--- src/rtl/dqr_pkg.sv ---
package dqr_pkg;

  localparam int NREG    = 34;
  localparam int NSTEP   = 54;
  localparam int LATENCY = NSTEP + 1;

  typedef enum logic [5:0] {
    R_GA, R_GB, R_GC, R_LA, R_LB, R_LC, R_VPK,
    R_SA, R_SB, R_SC, R_TC,
    R_SAL, R_SBE, R_LAL, R_LBE, R_GAL, R_GBE,
    R_SD, R_SQ, R_LD, R_LQ, R_GD, R_GQ,
    R_ED, R_EQ, R_RD, R_RQ, R_CD, R_CQ,
    R_OAL, R_OBE, R_OA, R_OB, R_OC
  } regSel_t;

  typedef enum logic [2:0] {
    C_SIN, C_COS, C_ONE, C_HALF, C_K, C_TT, C_OT, C_IS3
  } coefSel_t;

  typedef enum logic [1:0] { M_LD, M_NEG, M_ADD, M_SUB } accMode_t;

  typedef struct packed {
    logic     capture;
    logic     mac;
    logic     publish;
    regSel_t  src;
    coefSel_t coef;
    regSel_t  dst;
    accMode_t mode;
  } dqrCtl_t;

endpackage

--- src/rtl/dqr_sequencer.sv ---
module dqr_sequencer
  import dqr_pkg::*;
(
  input  logic    clk,
  input  logic    rstN,
  input  logic    start,
  output dqrCtl_t ctl
);

  localparam int SW = $clog2(NSTEP);
  localparam logic [SW-1:0] LAST = SW'(NSTEP - 1);

  logic          busy;
  logic          pubQ;
  logic [SW-1:0] step;
  dqrCtl_t       uop;

  function automatic dqrCtl_t op(regSel_t s, coefSel_t c, regSel_t d, accMode_t m);
    op      = '0;
    op.src  = s;
    op.coef = c;
    op.dst  = d;
    op.mode = m;
  endfunction

  always_ff @(posedge clk) begin
    if (!rstN) begin
      busy <= 1'b0;
      step <= '0;
      pubQ <= 1'b0;
    end else begin
      pubQ <= busy && (step == LAST);
      if (!busy && start) begin
        busy <= 1'b1;
        step <= '0;
      end else if (busy) begin
        if (step == LAST) busy <= 1'b0;
        else              step <= step + 1'b1;
      end
    end
  end

  // Microprogram: standard synthesis, three Clarke transforms, three Park
  // rotations, the two-step dq error, inverse Park, inverse Clarke.
  always_comb begin
    uop = op(R_GA, C_ONE, R_GA, M_LD);
    case (int'(step))
      0:  uop = op(R_VPK, C_SIN,  R_SA,  M_LD);
      1:  uop = op(R_VPK, C_COS,  R_TC,  M_LD);
      2:  uop = op(R_SA,  C_HALF, R_SB,  M_NEG);
      3:  uop = op(R_TC,  C_K,    R_SB,  M_SUB);
      4:  uop = op(R_SA,  C_HALF, R_SC,  M_NEG);
      5:  uop = op(R_TC,  C_K,    R_SC,  M_ADD);
      6:  uop = op(R_SA,  C_TT,   R_SAL, M_LD);
      7:  uop = op(R_SB,  C_OT,   R_SAL, M_SUB);
      8:  uop = op(R_SC,  C_OT,   R_SAL, M_SUB);
      9:  uop = op(R_SB,  C_IS3,  R_SBE, M_LD);
      10: uop = op(R_SC,  C_IS3,  R_SBE, M_SUB);
      11: uop = op(R_LA,  C_TT,   R_LAL, M_LD);
      12: uop = op(R_LB,  C_OT,   R_LAL, M_SUB);
      13: uop = op(R_LC,  C_OT,   R_LAL, M_SUB);
      14: uop = op(R_LB,  C_IS3,  R_LBE, M_LD);
      15: uop = op(R_LC,  C_IS3,  R_LBE, M_SUB);
      16: uop = op(R_GA,  C_TT,   R_GAL, M_LD);
      17: uop = op(R_GB,  C_OT,   R_GAL, M_SUB);
      18: uop = op(R_GC,  C_OT,   R_GAL, M_SUB);
      19: uop = op(R_GB,  C_IS3,  R_GBE, M_LD);
      20: uop = op(R_GC,  C_IS3,  R_GBE, M_SUB);
      21: uop = op(R_SAL, C_COS,  R_SD,  M_LD);
      22: uop = op(R_SBE, C_SIN,  R_SD,  M_ADD);
      23: uop = op(R_SAL, C_SIN,  R_SQ,  M_NEG);
      24: uop = op(R_SBE, C_COS,  R_SQ,  M_ADD);
      25: uop = op(R_LAL, C_COS,  R_LD,  M_LD);
      26: uop = op(R_LBE, C_SIN,  R_LD,  M_ADD);
      27: uop = op(R_LAL, C_SIN,  R_LQ,  M_NEG);
      28: uop = op(R_LBE, C_COS,  R_LQ,  M_ADD);
      29: uop = op(R_GAL, C_COS,  R_GD,  M_LD);
      30: uop = op(R_GBE, C_SIN,  R_GD,  M_ADD);
      31: uop = op(R_GAL, C_SIN,  R_GQ,  M_NEG);
      32: uop = op(R_GBE, C_COS,  R_GQ,  M_ADD);
      33: uop = op(R_LD,  C_ONE,  R_ED,  M_LD);
      34: uop = op(R_GD,  C_ONE,  R_ED,  M_SUB);
      35: uop = op(R_LQ,  C_ONE,  R_EQ,  M_LD);
      36: uop = op(R_GQ,  C_ONE,  R_EQ,  M_SUB);
      37: uop = op(R_SD,  C_ONE,  R_RD,  M_LD);
      38: uop = op(R_GD,  C_ONE,  R_RD,  M_SUB);
      39: uop = op(R_SQ,  C_ONE,  R_RQ,  M_LD);
      40: uop = op(R_GQ,  C_ONE,  R_RQ,  M_SUB);
      41: uop = op(R_RD,  C_ONE,  R_CD,  M_LD);
      42: uop = op(R_ED,  C_ONE,  R_CD,  M_SUB);
      43: uop = op(R_RQ,  C_ONE,  R_CQ,  M_LD);
      44: uop = op(R_EQ,  C_ONE,  R_CQ,  M_SUB);
      45: uop = op(R_CD,  C_COS,  R_OAL, M_LD);
      46: uop = op(R_CQ,  C_SIN,  R_OAL, M_SUB);
      47: uop = op(R_CD,  C_SIN,  R_OBE, M_LD);
      48: uop = op(R_CQ,  C_COS,  R_OBE, M_ADD);
      49: uop = op(R_OAL, C_ONE,  R_OA,  M_LD);
      50: uop = op(R_OAL, C_HALF, R_OB,  M_NEG);
      51: uop = op(R_OBE, C_K,    R_OB,  M_ADD);
      52: uop = op(R_OAL, C_HALF, R_OC,  M_NEG);
      53: uop = op(R_OBE, C_K,    R_OC,  M_SUB);
      default: ;
    endcase
    ctl         = uop;
    ctl.capture = !busy && start;
    ctl.mac     = busy;
    ctl.publish = pubQ;
  end

  // once busy, the step counter walks on undisturbed by further strobes
  a_r7_step_advance: assert property (@(posedge clk) disable iff (!rstN)
    busy && (step != LAST) |=> busy && (step == $past(step) + 1'b1));

  a_r7_no_restart: assert property (@(posedge clk) disable iff (!rstN)
    busy && start |=> (step != '0));

endmodule

--- src/rtl/dqr_datapath.sv ---
module dqr_datapath
  import dqr_pkg::*;
#(
  parameter int DW    = 16,
  parameter int GUARD = 4
) (
  input  logic                 clk,
  input  logic                 rstN,
  input  dqrCtl_t              ctl,
  input  logic signed [DW-1:0] gridA,
  input  logic signed [DW-1:0] gridB,
  input  logic signed [DW-1:0] gridC,
  input  logic signed [DW-1:0] loadA,
  input  logic signed [DW-1:0] loadB,
  input  logic signed [DW-1:0] loadC,
  input  logic signed [DW-1:0] peakAmp,
  input  logic signed [DW-1:0] syncSin,
  input  logic signed [DW-1:0] syncCos,
  output logic signed [DW-1:0] refA,
  output logic signed [DW-1:0] refB,
  output logic signed [DW-1:0] refC,
  output logic                 refValid,
  output logic                 refSat
);

  localparam int IW = DW + GUARD;
  localparam int CW = DW + 1;
  localparam int FB = DW - 1;
  localparam int PW = IW + CW;
  localparam real SCALE = 2.0 ** FB;

  localparam logic signed [CW-1:0] K_ONE  = CW'(1 << FB);
  localparam logic signed [CW-1:0] K_HALF = CW'(1 << (FB - 1));
  localparam logic signed [CW-1:0] K_S32  = CW'($rtoi(0.8660254037844386 * SCALE + 0.5));
  localparam logic signed [CW-1:0] K_TT   = CW'($rtoi(0.6666666666666667 * SCALE + 0.5));
  localparam logic signed [CW-1:0] K_OT   = CW'($rtoi(0.3333333333333333 * SCALE + 0.5));
  localparam logic signed [CW-1:0] K_IS3  = CW'($rtoi(0.5773502691896258 * SCALE + 0.5));
  localparam logic signed [PW-1:0] RND    = PW'(1) <<< (FB - 1);

  localparam logic signed [IW-1:0] MAXI = IW'((1 << (DW - 1)) - 1);
  localparam logic signed [IW-1:0] MINI = -IW'(1 << (DW - 1));
  localparam logic signed [DW-1:0] MAXD = DW'((1 << (DW - 1)) - 1);
  localparam logic signed [DW-1:0] MIND = DW'(1 << (DW - 1));

  logic signed [IW-1:0] rf [NREG];
  logic signed [DW-1:0] sinQ, cosQ;
  logic signed [CW-1:0] coefV;
  logic signed [PW-1:0] prod;
  logic signed [IW-1:0] prodQ;
  logic signed [IW-1:0] accNext;
  logic signed [IW-1:0] opA, opD;

  function automatic logic signed [DW-1:0] clampD(input logic signed [IW-1:0] x);
    if (x > MAXI)      clampD = MAXD;
    else if (x < MINI) clampD = MIND;
    else               clampD = DW'(x);
  endfunction

  function automatic logic isOver(input logic signed [IW-1:0] x);
    isOver = (x > MAXI) || (x < MINI);
  endfunction

  always_comb begin
    case (ctl.coef)
      C_SIN:   coefV = CW'(sinQ);
      C_COS:   coefV = CW'(cosQ);
      C_ONE:   coefV = K_ONE;
      C_HALF:  coefV = K_HALF;
      C_K:     coefV = K_S32;
      C_TT:    coefV = K_TT;
      C_OT:    coefV = K_OT;
      default: coefV = K_IS3;
    endcase
  end

  // Single shared multiplier with round-half-up rescaling.
  always_comb begin
    opA   = rf[ctl.src];
    opD   = rf[ctl.dst];
    prod  = PW'(opA) * PW'(coefV);
    prodQ = IW'((prod + RND) >>> FB);
    case (ctl.mode)
      M_LD:    accNext = prodQ;
      M_NEG:   accNext = -prodQ;
      M_ADD:   accNext = opD + prodQ;
      default: accNext = opD - prodQ;
    endcase
  end

  always_ff @(posedge clk) begin
    if (!rstN) begin
      for (int i = 0; i < NREG; i++) rf[i] <= '0;
      sinQ <= '0;
      cosQ <= '0;
    end else begin
      if (ctl.capture) begin
        rf[R_GA]  <= IW'(gridA);
        rf[R_GB]  <= IW'(gridB);
        rf[R_GC]  <= IW'(gridC);
        rf[R_LA]  <= IW'(loadA);
        rf[R_LB]  <= IW'(loadB);
        rf[R_LC]  <= IW'(loadC);
        rf[R_VPK] <= IW'(peakAmp);
        sinQ      <= syncSin;
        cosQ      <= syncCos;
      end
      if (ctl.mac) rf[ctl.dst] <= accNext;
    end
  end

  always_ff @(posedge clk) begin
    if (!rstN) begin
      refA     <= '0;
      refB     <= '0;
      refC     <= '0;
      refSat   <= 1'b0;
      refValid <= 1'b0;
    end else begin
      refValid <= ctl.publish;
      if (ctl.publish) begin
        refA   <= clampD(rf[R_OA]);
        refB   <= clampD(rf[R_OB]);
        refC   <= clampD(rf[R_OC]);
        refSat <= isOver(rf[R_OA]) | isOver(rf[R_OB]) | isOver(rf[R_OC]);
      end
    end
  end

  a_r6_sat_at_rail: assert property (@(posedge clk) disable iff (!rstN)
    refValid && refSat |->
      (refA == MAXD) || (refA == MIND) || (refB == MAXD) ||
      (refB == MIND) || (refC == MAXD) || (refC == MIND));

  a_r8_hold_outputs: assert property (@(posedge clk) disable iff (!rstN)
    !refValid |-> $stable(refA) && $stable(refB) && $stable(refC) && $stable(refSat));

  a_r2_single_pulse: assert property (@(posedge clk) disable iff (!rstN)
    refValid |=> !refValid);

endmodule

--- src/rtl/dqr_ref_gen.sv ---
module dqr_ref_gen
  import dqr_pkg::*;
#(
  parameter int DW    = 16,
  parameter int GUARD = 4
) (
  input  logic                 clk,
  input  logic                 rstN,
  input  logic                 start,
  input  logic signed [DW-1:0] gridA,
  input  logic signed [DW-1:0] gridB,
  input  logic signed [DW-1:0] gridC,
  input  logic signed [DW-1:0] loadA,
  input  logic signed [DW-1:0] loadB,
  input  logic signed [DW-1:0] loadC,
  input  logic signed [DW-1:0] peakAmp,
  input  logic signed [DW-1:0] syncSin,
  input  logic signed [DW-1:0] syncCos,
  output logic signed [DW-1:0] refA,
  output logic signed [DW-1:0] refB,
  output logic signed [DW-1:0] refC,
  output logic                 refValid,
  output logic                 refSat
);

  localparam int CNTW = $clog2(LATENCY + 1);

  dqrCtl_t ctl;

  dqr_sequencer i_seq (
    .clk   (clk),
    .rstN  (rstN),
    .start (start),
    .ctl   (ctl)
  );

  dqr_datapath #(.DW(DW), .GUARD(GUARD)) i_dp (
    .clk      (clk),
    .rstN     (rstN),
    .ctl      (ctl),
    .gridA    (gridA),
    .gridB    (gridB),
    .gridC    (gridC),
    .loadA    (loadA),
    .loadB    (loadB),
    .loadC    (loadC),
    .peakAmp  (peakAmp),
    .syncSin  (syncSin),
    .syncCos  (syncCos),
    .refA     (refA),
    .refB     (refB),
    .refC     (refC),
    .refValid (refValid),
    .refSat   (refSat)
  );

  // Latency window counter for the R2 properties.
  logic [CNTW-1:0] latCnt;

  always_ff @(posedge clk) begin
    if (!rstN)                                   latCnt <= '0;
    else if (ctl.capture)                        latCnt <= CNTW'(1);
    else if (latCnt != '0 && latCnt != CNTW'(LATENCY)) latCnt <= latCnt + 1'b1;
    else                                         latCnt <= '0;
  end

  a_r2_latency_fwd: assert property (@(posedge clk) disable iff (!rstN)
    latCnt == CNTW'(LATENCY) |=> refValid);

  a_r2_latency_back: assert property (@(posedge clk) disable iff (!rstN)
    refValid |-> $past(latCnt) == CNTW'(LATENCY));

endmodule

--- config.mk ---
export PLATFORM = sky130hd
export DESIGN_NAME = dqr_ref_gen
export DESIGN_NICKNAME = d
export VERILOG_FILES = /design/src/rtl/dqr_pkg.sv /design/src/rtl/dqr_sequencer.sv /design/src/rtl/dqr_datapath.sv /design/src/rtl/dqr_ref_gen.sv
export SDC_FILE = /design/constraint.sdc
export NUM_CORES = 2
export LEC_CHECK = 0
export BUFFER_PORTS_ARGS = -buffer_cell sky130_fd_sc_hd__buf_2
export CORE_MARGIN = 2
export CORE_UTILIZATION = 55
export DETAILED_ROUTE_END_ITERATION = 8
export PLACE_DENSITY = 0.69
export SETUP_SLACK_MARGIN = 0.15
export SKIP_LAST_GASP = 1
export SYNTH_ARGS = -nofsm -noshare
export SYNTH_HDL_FRONTEND = slang
export SYNTH_HIERARCHICAL = 1
export SYNTH_SLANG_ARGS = --single-unit
--- constraint.sdc ---
create_clock -name clk -period 18.4 [get_ports clk]
set_input_delay 3.68 -clock clk [delete_from_list [all_inputs] [get_ports clk]]
set_output_delay 3.68 -clock clk [all_outputs]
set_load 0.01 [all_outputs]
# Yosys cells after proc, flatten, opt, wreduce, memory -nomap -nowiden
# Memory sizes are Yosys's and may differ from the RTL's.
# Index checks and enable logic that the tools add are counted.
# op_classes
magnitude_cmp	6
n_reduce_logical	12
n_mux	29
mul	1
bitwise_logic	11
add_sub_neg	5
n_eq_ne	61
# op_table
operator	n
$pmux W16 S54	1
$mux W20	8
$eq A6 B6 Y1 const B	22
$pmux W17 S7	1
$eq A6 B5 Y1 const B	16
$mux W16	6
$gt A20 B16 Y1 const B	3
$lt A20 B16 Y1 const B	3
$pmux W20 S3	1
$eq A6 B4 Y1 const B	8
$add A35 B16 Y35 const B	1
$mul A20 B17 Y35	1
$eq A6 B3 Y1 const B	4
$add A20 B20 Y20	1
$neg A20 Y20	1
$reduce_or A20 Y1	1
$sub A20 B20 Y20	1
$eq A6 B2 Y1 const B	2
$mux W1	11
$eq A3 B3 Y1 const B	3
$or A1 B1 Y1	9
$add A6 B1 Y6 const B	1
$eq A3 B2 Y1 const B	2
$eq A6 B1 Y1 const B	1
13 further kinds	17
# totals
mem_bits_rw	680
reg_bits	90
n_memories	1
# mem_list
name	depth	word_bits	read_ports	rd_ports_with_merged_regs	wr	line_no	source
i_dp.rf	34	20	5	0	34	dqr_datapath.sv:45	logic signed [IW-1:0] rf [NREG];

# Depth between registers and ports, before layout
# logic_depth
depth_word	9
mapped_depth	63
mapped_depth_nobuf	53

# Cells and area by module
# The synthesis kept the hierarchy.
# by_module_without_submodules
mod	area_per_inst_um2	seq_area_each_um2	cells_each	instances
dqr_datapath	80802.5	40078.4	5649	1
dqr_sequencer	2031.9	160.2	301	1

# Worst setup path after synthesis
# Ideal clock, no wire load.
# synth_path
kind	reg-to-reg
start	register i_seq.step[0]
end	memory i_dp/rf[33][18] in the netlist's numbering (data pin)
path_stages_with_launch	57
required_ps	18054
arrival_ps	13645
path_slack_ps	4409
cell_sequence	dfxtp_1 -> inv_1 -> ha_1 -> buf_6 -> buf_2 -> inv_1 -> o211ai_1 -> o311a_1 -> o21ai_0 -> nand4_1 -> buf_4 -> buf_4 -> buf_4 -> clkbuf_1 -> buf_2 -> buf_1 -> mux4_2 -> mux4_2 -> [21 not listed] -> nor3b_1 -> a21oi_1 -> and3_1 -> a31oi_1 -> xor2_1 -> ha_1 -> a21o_1 -> a21oi_1 -> nand3_1 -> a41o_1 -> a41oi_1 -> o21bai_1 -> a21oi_1 -> xnor2_1 -> o2bb2ai_1 -> nor2_1 -> buf_2 -> nor2_1
# synth_rtl
item	line_no	source
start, declared	dqr_sequencer.sv:15	logic [SW-1:0] step;
start signal, assigned	dqr_sequencer.sv:38	else step <= step + 1'b1;
end, declared	dqr_datapath.sv:45	

==> flow_metrics.tcl <==
set metrics [dict create \
    grt_antenna_before_repair 23 \
    vias_per_cell 6.98 \
    setup_viol 0 \
    place_ws_ns 2.30 \
    drive_gt1_share_pct 25.3 \
    avgSynthCellArea_um2 13.9 \
    met1Wirelength_um 93800 \
    synth_edf_count 1280 \
    status "finished clean" \
    slew_viol_final 0 \
    p_leak_nw 32.9 \
    io_pins 197 \
    tns_ns 0 \
    crit_slowest_cell "nand4_1" \
    drc 0 \
    fin_crit_sh_pct 89.9 \
    dr.pass1.iters 7 \
    grt_pass1_wl_um 398000 \
    ys_warn_count 6 \
    numCtsBuffers 146 \
    post-cts-setup-buffers 0 \
    hold_violations 0 \
    dp_hpwl_um 183000 \
    setup_ws_ns 1.86 \
    routed-wl-met2_um 126000 \
    relSlewSlack_pct 15.6 \
    cts_hold_buf 0 \
    grt.total_usage_pct 36.5 \
    ir_worst_vdd_mv 0.138 \
    die-area_mm2 0.154 \
    dieWidth_um 392 \
    fillers 11184 \
    ctsHtreeMaxLevel 4 \
    grt_overflow_total 0 \
    drt_iter0_drc 8367 \
    clk_pin_slew_ns 0.06 \
    clock_latency_ns 0.80 \
    max_stage_delay_ns 0.96 \
    period_needed_ns 16.54 \
    drv_cap 0 \
    tightest_slew_ns 1.26 \
    dieHeight_um 392 \
    cts_tree "yes" \
    dr_wl_met3_um 38800 \
    ys_seq_area_share_pct 48.6 \
    cts_resized 0 \
    synthArstFlopShare_pct 0 \
    ys_types 118 \
    syn_area_mm2 0.0828 \
    synth_top_area_cell "edfxtp_1" \
    hp-class "reg -> reg" \
    max_clock_freq_mhz 60.5 \
    worst_path_most_repeated_cell "inv_1" \
    fp-row-count 142 \
    rsz0062_at_grt "no" \
    cp_data_required_time_ns 18.76 \
    core_area_mm2 0.150 \
    finClkSkew_ns 0.0571 \
    top_layer "met5" \
    path_class "reg -> reg" \
    worst_ep_arrival_time_ns 16.90 \
    syn_inst 5950 \
    final_cell_mix "1,280 x edfxtp_1, 831 x nor2_1, 794 x mux4_2" \
    synth_ff_type "edfxtp_1" \
    nNetsFinal 6617 \
    wl_per_cell_um 34.0 \
    clockRootBuffer "clkbuf_16" \
    hold_ws_ns 0.467 \
    area_growth_pct 10.1 \
    wl_um 278000 \
    crit_fanout 31 \
    drtAntennaViolNets 0 \
    vias 57098 \
    cts_num_sinks 1370 \
    clock_path_buffers 3 \
    p_per_area_mw_per_mm2 127 \
    synth_area_leaders "edfxtp_1 46%, mux4_2 22%, fa_1 7.9%" \
    grt_start_max_net_pins 113 \
    netlist.area_leader.share_pct 46.4 \
    syn_nets 6531 \
    mostFrequentLayoutCell "edfxtp_1" \
    portBuffers 196 \
    grt_pass1_vias 56677 \
    final_util_pct 60.9 \
    start_kind "flop" \
    synth_seq_cells 1370 \
    critPathCaptureType "flop" \
    gp_congestion 0.982 \
    start_util_pct 55.3 \
]
## per-layer routing
| layer | up-vias | track usage (%) |
|---|---|---|
| met3 | 968 | 12.9 |
| met1 | 29232 | 46.4 |
| met5 | - | 0 |
| met4 | 26 | 20.4 |
| li1 | 22505 | - |
| met2 | 4367 | 55.0 |
## path summary, 6_finish.rpt
path | from | to | slack [ns] | depth (start not counted)
max | i_seq/step[0]$_SDFFE_PP0P_ | i_dp/rf[35][19]$_DFFE_PP_ | 1.86 | 48
max reg2reg | i_seq/step[0]$_SDFFE_PP0P_ | i_dp/rf[35][19]$_DFFE_PP_ | 1.86 | 48
min reg2reg | i_dp/refC[5]$_SDFFE_PN0P_ | i_dp/refC[5]$_SDFFE_PN0P_ | 0.47 | 2
min | i_dp/refC[5]$_SDFFE_PN0P_ | i_dp/refC[5]$_SDFFE_PN0P_ | 0.47 | 2
## layout make-up
cell class | instances | area, um^2 | area share, %
Antenna cell | 6 | 15.0 | 0.0165
Clock buffer | 188 | 3880 | 4.26
Clock inverter | 79 | 986 | 1.08
Inverter | 401 | 1510 | 1.65
Multi-Input combinational cell | 3706 | 39400 | 43.1
Sequential cell | 1370 | 40200 | 44.1
Tap cell | 2016 | 2520 | 2.76
Timing Repair Buffer | 411 | 2730 | 3.00
## cells in the mapped netlist, drive strengths merged (14+ instances only)
cell type	n
a211oi	21
nor2b	37
a22oi	32
a21oi	127
nand2	314
or2	19
xnor2	52
buf	143
o21a	14
mux2i	91
fa	328
or3	18
and2	25
nand2b	105
mux2	17
ha	106
inv	401
edfxtp	1280
nor3	28
a31oi	20
nand3	141
xor2	33
o21ai	249
and3	17
dfxtp	90
a21o	21
nor2	869
o211ai	37
clkbuf	330
nand4	28
mux4	794
## state kept, by name, indices dropped and copies added, names as in the netlist, 6 cells and up
signal,count
i_dp/refC,16
i_seq/step,6
i_dp/refB,16
i_dp/refA,16
i_dp/cosQ,16
i_dp/sinQ,16
i_dp/rf,1280
## report_power, final
part           internal [W]  switching, W
sequential          0.00365     0.0000532
combinational       0.00171       0.00317
clock               0.00172       0.00128
## cell families (layout without fill, tap and decap cells)
family	count (synthesis)	after routing	synth area share (%)
AND/OR/NAND/NOR	1654	1654	8.92
flip-flops	1370	1370	48.6
multiplexers	902	902	22.9
buffers and inverters	874	1079	4.23
AO/OA/AOI/OAI	629	629	4.88
adder cells (fa/ha/maj)	434	434	9.53
XOR/XNOR	86	86	0.935
other	1	7	0.00453
## critical path: cells and delay by family (launching register included)
| family | cells | cell delay, ns |
|---|---|---|
| buffers and inverters | 11 | 2.52 |
| AO/OA/AOI/OAI | 14 | 3.77 |
| flip-flops | 1 | 0.38 |
| XOR/XNOR | 4 | 1.38 |
| AND/OR/NAND/NOR | 7 | 2.69 |
| adder cells (fa/ha/maj) | 9 | 3.98 |
| multiplexers | 3 | 1.30 |
## through the flow
step	cells	cell area, um^2	power [W]
finish	8177	91200	0.0116
global route	8171	91200	0.0121
CTS	8171	91200	0.0115
detailed placement	7904	86400	0.00848
global placement	7904	86400	0.00848
floorplan	5950	82800	0.00701
(Power assumes the default switching activity.)
